## src/rtl/bayer_fmt_pkg.sv

```systemverilog
`timescale 1ns/1ps
package bayer_fmt_pkg;

    typedef enum logic [1:0] {
        FMT_PAIRED = 2'd0,
        FMT_GREEN  = 2'd1,
        FMT_SINGLE = 2'd2,
        FMT_BYTE   = 2'd3
    } fmt_mode_e;

    function automatic logic uv_drives(input fmt_mode_e m);
        return (m == FMT_PAIRED) || (m == FMT_GREEN);
    endfunction

endpackage

```

## src/rtl/bpf_line_store.sv

```systemverilog
`timescale 1ns/1ps
module bpf_line_store #(
    parameter int PIX_W = 8,
    parameter int DEPTH = 356,
    parameter int AW    = $clog2(DEPTH + 1)
) (
    input  logic             clk,
    input  logic             wr_en,
    input  logic [AW-1:0]    addr,
    input  logic [PIX_W-1:0] wr_data,
    output logic [PIX_W-1:0] rd_data
);
    logic [PIX_W-1:0] mem [DEPTH];

    // read returns the previous row's pixel; the write lands at the edge
    always_comb begin
        if (int'(addr) < DEPTH) rd_data = mem[addr];
        else                    rd_data = '0;
    end

    always_ff @(posedge clk) begin
        if (wr_en && (int'(addr) < DEPTH)) mem[addr] <= wr_data;
    end
endmodule

```

## src/rtl/bpf_pixel_sel.sv

```systemverilog
`timescale 1ns/1ps
module bpf_pixel_sel
    import bayer_fmt_pkg::*;
#(
    parameter int PIX_W = 8
) (
    input  fmt_mode_e        mode,
    input  logic             row_odd,
    input  logic             col_odd,
    input  logic [PIX_W-1:0] cur_pix,
    input  logic [PIX_W-1:0] old_pix,
    output logic [PIX_W-1:0] y_first,
    output logic [PIX_W-1:0] y_second,
    output logic [PIX_W-1:0] uv_pix
);
    logic [PIX_W-1:0] gr_pix;
    logic [PIX_W-1:0] bg_pix;

    assign gr_pix = row_odd ? cur_pix : old_pix;
    assign bg_pix = row_odd ? old_pix : cur_pix;

    always_comb begin
        y_first  = '0;
        y_second = '0;
        uv_pix   = '0;
        unique case (mode)
            FMT_PAIRED: begin
                y_first = gr_pix;
                uv_pix  = bg_pix;
            end
            FMT_GREEN: begin
                y_first = col_odd ? bg_pix : gr_pix;
                uv_pix  = col_odd ? gr_pix : bg_pix;
            end
            FMT_SINGLE: begin
                y_first = cur_pix;
            end
            FMT_BYTE: begin
                y_first  = col_odd ? gr_pix : bg_pix;
                y_second = col_odd ? bg_pix : gr_pix;
            end
            default: ;
        endcase
    end
endmodule

```

## src/rtl/bayer_pair_fmt.sv

```systemverilog
`timescale 1ns/1ps
module bayer_pair_fmt
    import bayer_fmt_pkg::*;
#(
    parameter int PIX_W    = 8,
    parameter int LINE_PIX = 356
) (
    input  logic             clk,
    input  logic             rst_n,
    input  logic             frame_start,
    input  logic [1:0]       mode_sel,
    input  logic             in_line,
    input  logic             in_valid,
    input  logic [PIX_W-1:0] in_pix,
    output logic             href_out,
    output logic             pclk_en,
    output logic [PIX_W-1:0] y_out,
    output logic [PIX_W-1:0] uv_out,
    output logic             uv_oe
);
    localparam int AW = $clog2(LINE_PIX + 1);
    localparam logic [AW-1:0] COL_LAST = AW'(LINE_PIX);

    typedef struct packed {
        logic [AW-1:0]    col;
        logic             row_odd;
        logic             buf_ok;
        logic             line_prev;
        fmt_mode_e        mode;
        logic [PIX_W-1:0] y;
        logic [PIX_W-1:0] uv;
        logic [PIX_W-1:0] hold;
        logic             hold_v;
        logic             pen;
        logic             href;
        logic             uv_en;
    } fmt_state_t;

    fmt_state_t st_q, st_d;

    logic             accept;
    logic             stable;
    logic             store_we;
    logic [PIX_W-1:0] old_pix;
    logic [PIX_W-1:0] sel_first;
    logic [PIX_W-1:0] sel_second;
    logic [PIX_W-1:0] sel_uv;

    assign accept   = in_valid & in_line;
    assign stable   = st_q.buf_ok | (st_q.mode == FMT_SINGLE);
    assign store_we = accept & (st_q.col < COL_LAST);

    bpf_line_store #(.PIX_W(PIX_W), .DEPTH(LINE_PIX), .AW(AW)) u_store (
        .clk     (clk),
        .wr_en   (store_we),
        .addr    (st_q.col),
        .wr_data (in_pix),
        .rd_data (old_pix)
    );

    bpf_pixel_sel #(.PIX_W(PIX_W)) u_sel (
        .mode     (st_q.mode),
        .row_odd  (st_q.row_odd),
        .col_odd  (st_q.col[0]),
        .cur_pix  (in_pix),
        .old_pix  (old_pix),
        .y_first  (sel_first),
        .y_second (sel_second),
        .uv_pix   (sel_uv)
    );

    always_comb begin
        st_d           = st_q;
        st_d.line_prev = in_line;
        st_d.pen       = 1'b0;
        st_d.hold_v    = 1'b0;
        st_d.y         = '0;
        st_d.uv        = '0;

        // column counter: restarts whenever the row-active input is low
        if (!in_line)                         st_d.col = '0;
        else if (accept && st_q.col != COL_LAST) st_d.col = st_q.col + 1'b1;

        // output beats
        if (accept && stable) begin
            st_d.pen    = 1'b1;
            st_d.y      = sel_first;
            st_d.uv     = uv_drives(st_q.mode) ? sel_uv : '0;
            st_d.hold   = sel_second;
            st_d.hold_v = (st_q.mode == FMT_BYTE);
        end else if (st_q.hold_v) begin
            st_d.pen = 1'b1;
            st_d.y   = st_q.hold;
        end
        st_d.href = stable & (in_line | st_q.hold_v);

        // end of an input row: flip parity, the store now holds a full partner
        if (st_q.line_prev && !in_line) begin
            st_d.row_odd = ~st_q.row_odd;
            st_d.buf_ok  = 1'b1;
        end

        // frame start: restart pairing and load the requested mode
        if (frame_start) begin
            st_d.row_odd = 1'b0;
            st_d.buf_ok  = 1'b0;
            st_d.mode    = fmt_mode_e'(mode_sel);
        end
        st_d.uv_en = uv_drives(st_d.mode);
    end

    always_ff @(posedge clk) begin
        if (!rst_n) begin
            st_q       <= '0;
            st_q.mode  <= FMT_PAIRED;
            st_q.uv_en <= 1'b1;
        end else begin
            st_q <= st_d;
        end
    end

    assign href_out = st_q.href;
    assign pclk_en  = st_q.pen;
    assign y_out    = st_q.y;
    assign uv_out   = st_q.uv;
    assign uv_oe    = st_q.uv_en;
endmodule

```

## config.mk

```make
export PLATFORM = sky130hd
export DESIGN_NAME = bayer_pair_fmt
export DESIGN_NICKNAME = d
export VERILOG_FILES = /design/src/rtl/bayer_fmt_pkg.sv /design/src/rtl/bpf_line_store.sv /design/src/rtl/bpf_pixel_sel.sv /design/src/rtl/bayer_pair_fmt.sv
export SDC_FILE = /design/constraint.sdc
export NUM_CORES = 2
export LEC_CHECK = 0
export BUFFER_PORTS_ARGS = -buffer_cell sky130_fd_sc_hd__buf_2
export CAP_MARGIN = 40
export CORE_ASPECT_RATIO = 0.6
export CORE_MARGIN = 2
export CORE_UTILIZATION = 45
export CTS_CLUSTER_DIAMETER = 30
export DETAILED_ROUTE_END_ITERATION = 6
export SLEW_MARGIN = 5
export SYNTH_ARGS = -nofsm -noshare
export SYNTH_HDL_FRONTEND = slang
export SYNTH_SLANG_ARGS = --single-unit
```

## constraint.sdc

```tcl
create_clock -name clk -period 8.26 [get_ports clk]
set_input_delay 0.413 -clock clk [delete_from_list [all_inputs] [get_ports clk]]
set_output_delay 0.413 -clock clk [all_outputs]
set_load 0.005 [all_outputs]
```

# == Word-level counts from Yosys, hierarchy flattened ==
# Memories as Yosys holds them, arrays and structs flattened. A register that Yosys moved wholly into a read port is not among the register bits.
# Cells that the tools add are included.
# op_classes
bitwise,7
reduce_logical,13
order_cmp,2
n_addsub,1
eq_ne,5
n_mux,17
# op_table
operator,n
$mux W8,8
$pmux W8 S4,1
$lt A9 B9 Y1 const B,2
$mux W9,2
$pmux W8 S2,1
$add A9 B1 Y9 const B,1
$ne A9 B9 Y1 const B,1
$eq A2 B1 Y1 const B,2
$eq A2 B2 Y1 const B,2
$logic_and A1 B1 Y1,4
$logic_not A2 Y1,2
$mux W1,4
$reduce_and A2 Y1,2
$and A1 B1 Y1,3
$reduce_and A3 Y1,1
$logic_or A1 B1 Y1,2
$mux W2,1
$not A1 Y1,2
$or A1 B1 Y1,2
$reduce_or A2 Y1,1
$logic_not A1 Y1,1
# word_totals
mem_count,1
in_bits,15
register_bits,42
ramBits,2848
output_inout_bits,19
# mem_list
name,depth,word_bits,read_ports,rd_clocked_by_memory_dff,wr,line_no,source
u_store.mem,356,8,1,1,1,bpf_line_store.sv:13,logic [PIX_W-1:0] mem [DEPTH];

# == Longest topological paths before layout ==
# logic_depth
word_depth,6
mapped_depth,17

# == Hierarchy ==
# A second synthesis with hierarchy kept.
# hier_totals
cells_unflattened,5557
hier_area_um2,112696.8
# by_module_without_submodules
module,instances,area_each_um2,seq_area_each_um2,cells_each
bpf_line_store,1,110491.0,85522.0,5299
bayer_pair_fmt,1,1750.4,840.8,186
bpf_pixel_sel,1,455.4,0.0,72

# == Worst setup path after synthesis ==
# No wires, ideal clock.
# synth_timing
path_kind,reg-to-reg
start,reg with a tool-made name
end,reg st_q (netlist bit uv_out[2])
period_less_slack_ps,3017
path_buffers,5
required_ps,8144
path_slack_ps,5243
arrival_ps,2900
stages_incl_launch_ff,14
setup_ps,116
cell_sequence,dfxtp_1 buf_6 buf_12 buf_4 buf_4 buf_2 mux4_2 mux4_2 a22oi_1 a21oi_1 a21oi_1 nand3_1 nand3_1 a21oi_1
# synth_lines
element,line_no,source
"end signal, assigned",bayer_pair_fmt.sv:118,st_q <= st_d;
"end, declared",bayer_pair_fmt.sv:39,"fmt_state_t st_q, st_d;"

==> summary.md <==
| Metric | Value |
|---|---|
| Period utilization | 61.5% |
| Worst flop-to-flop path endpoint | uv_out[0] |
| I/O pin count | 34 |
| Yosys reg bits | ~2900 |
| Slowest-stage cell, CP | dfxtp_4 |
| Overall Global Routing Usage | 25.8% |
| Unrepaired setup endpoints after global routing | no |
| Setup-failing EPs final | 0 |
| Rows | about 140 |
| Post-synth top area cell | edfxtp_1 |
| Fin. Hold Viols | 1 |
| TNS Setup | 0 ns |
| Static leakage power | 0.0409 uW |
| Asr flop ratio synth | 0% |
| Ys Warns | 0 |
| Clk buf depth | 4 |
| Hold WC Path Type | in -> reg |
| R2r worst-path depth | 9 |
| F_max | 197 MHz |
| Gr ovfl total | 0 |
| WP data arrival | approximately 6 ns |
| Fin crit period | 5.08 ns |
| Worst Path Buf+Inv | 2 |
| VDD IR-drop max | ~0.27 mV |
| Share of cells above drive strength 1 | a little under a third |
| # nets final | a little under 6000 |
| Max_slew headroom | 6.87% |
| Type of the worst setup path | reg -> reg |
| Critical path depth | 9 |
| Post-detail-place hpwl | 208 mm |
| Core Area | around 0.25 sq mm |
| Slowest stage delay, CP | 0.82 ns |
| Chip Width | 651 microns |
| Clock root buffer | clkbuf_16 |
| Largest net degree at the start of global routing | 190 |
| Critical Path Sink Type | flip-flop |
| Synth area leaders | edfxtp_1 76%, mux4_2 15%, mux2i_1 1.4%, nor2_1 1.4%, dfxtp_1 0.90% |
| RD Place Congestion | around 0.92 |
| Synthesized net count | 5276 |
| Max_cap viols | 0 |
| DIE AREA | 0.255 sq mm |
| Die H | 392 microns |
| Starting Density | about 45% |
| Clk sink count | slightly below 3000 |
| Number of detailed-route iterations in the first pass | 6 |
| CTS tree | yes |
| CP delay by family, top | simple AND/OR/NAND/NOR gates |
| Post-CTS setup buffer count | 0 |
| Clock Latency Late Sink | 0.88 ns |
| Initial antenna violation count | 22 |
| Fin. max-slew vios | 0 |
| Layout Skew | 0.0340 ns |
| Vias | approximately 60000 |
| Routed len/inst | 35.3 microns |
| Hold path start | in_pix[2] |
| CP Launch Type | flip-flop |
| Post-Syn Area | 0.113 sq mm |
| Synth Instances | around 5300 |
| CP max FO | 32 |
| Clk slew on worst S/H paths | 0.06 ns |
| Area Overhead vs Synth | 16.6% |
| Number of global-route vias before repair | 57000 |
| Share of the synthesized area in the top cell type | 75.7% |
| Routed Antenna Nets | 0 |
| Worst hold margin | -0.00888 ns |
| Worst Path Required | about 9 ns |
| Failing checks | hold timing |
| Total CTS buffers | 371 |
| DRC violations left | 0 |
| CTS resizes | 0 |
| Iter 0 DRT Violations | 10300 |
| PD cells | around 250 mW/mm^2 |
| Reg2reg setup slack | 3.18 ns |
| Count of cell types in the netlist | 75 |
| Final wirelength | 330 mm |
| Slew @ Worst Pin | 1.40 ns |
| Commonest cells post-synth | 2848 x edfxtp_1, 735 x mux4_2, 425 x nor2_1, 180 x nand2_1, 161 x mux2i_1 |
| Cell breakdown of the critical path | clkinv_2 -> buf_4 -> nand2_1 -> o22ai_1 -> nor3_1 -> nor4_1 -> o31ai_1 -> o211ai_1 -> o21ai_0 |
| Mean Syn Cell Area | between 20 and 25 sq um |
| Hold depth | 1 |
| Primary FF master, synth | edfxtp_1 |
| DR vias/cell | 6.36 |
| Hold EP | u_store.mem[86][2] |
| Post-synth EDFFs | approximately 2800 |
| Top-count cell post-synth | edfxtp_1 |
| First-pass GRT wire length | 460 mm |
| Final cell utilization of the core | 52.8% |
| H-tree level count | 5 |
| Seq/Total Area, Yosys | 76.6% |
| Outcome | finished, violations left |
| Port Buf Inserts | 33 |
[cell type report]
class / instances / area [sq um]
clock inverter: 275 / 3030
multi-input combinational: 2018 / 24500
inverter: 13 / 57.6
tap: 3312 / 4140
timing repair buffer: 444 / 3880
fill: 19100 / 118000
antenna: 2 / 5.00
clock buffer: 405 / 9560
sequential: 2899 / 86600
[worst max-delay path by stage]
stage	endpoint	slack [ns]
after global placement	uv_out[7]	3.28
after floorplan	uv_out[2]	5.24
final	uv_out[0]	3.18
after global routing	uv_out[3]	3.03
after detailed placement	uv_out[3]	3.38
after CTS	uv_out[3]	3.37
[through the flow]
step | area (sq um) | power, uW | setup slack (ns) | std cells
final | 132000 | 33300 | 3.18 | 9368
after detailed placement | 119000 | 17100 | 3.38 | 8656
after CTS | 131000 | 33400 | 3.37 | 9347
after floorplan | 113000 | 16800 | 5.24 | 5257
after global routing | 132000 | 34100 | 3.03 | 9366
after global placement | 117000 | 17100 | 3.28 | 8400
[logic make-up (layout without fill, tap and decap cells)]
group / count (synthesis) / count (layout) / share of synthesized area (%)
AO/OA/AOI/OAI: 300 / 300 / 1.93
XOR/XNOR: 14 / 14 / 0.109
adder cells (fa/ha/maj): 4 / 4 / 0.0443
buffers and inverters: 340 / 1137 / 1.83
flip-flops: 2899 / 2899 / 76.6
multiplexers: 927 / 927 / 16.6
other: 0 / 2 / 0
AND/OR/NAND/NOR: 773 / 773 / 2.87
[state kept, by name, summed over array words and instances (netlist names), named ones only]
name / flops
st_q: 21
uv_oe: 1
u_store.mem: 2848
pclk_en: 1
href_out: 1
uv_out: 8
y_out: 8
[layout by cell type, fill, tap and decap left out, drive strengths merged, types with 12 or more instances in the layout]
master       instances
a21oi               33
edfxtp            2848
a22oi               87
nor2b               23
nand2b              12
mux2                16
dfxtp               51
clkinvlp            47
mux2i              161
nor2               425
nand4               14
and2                18
a221oi              20
clkinv              97
clkbuf             406
buf                431
dlygate4sd3         12
nand2              180
nor3                14
nand3               59
o22ai               14
a211oi              16
bufinv              36
inv                108
mux4               750
o21ai               42
[what timing repair did]
action	4_1_cts	5_1_grt
endpoints found under the setup margin	0	0
hold buffers	11	1
endpoints found under the hold margin	37	5
[power breakdown]
part	internal (uW)	switching [uW]	leakage, uW
Clock	9720	6710	0.00603
Sequential	16100	7.54	0.0260
Combinational	213	461	0.00890
Total	26100	7180	0.0409
[per-layer routing]
layer	track usage (%)	wire (microns)	up-vias
met4	6.21	7700	10
met3	9.56	49800	524
met2	32.8	130000	4130
met1	41.3	143000	31900
li1	-	-	23000
met5	0	62	-
No activity file was read; power rests on OpenSTA's default activity.
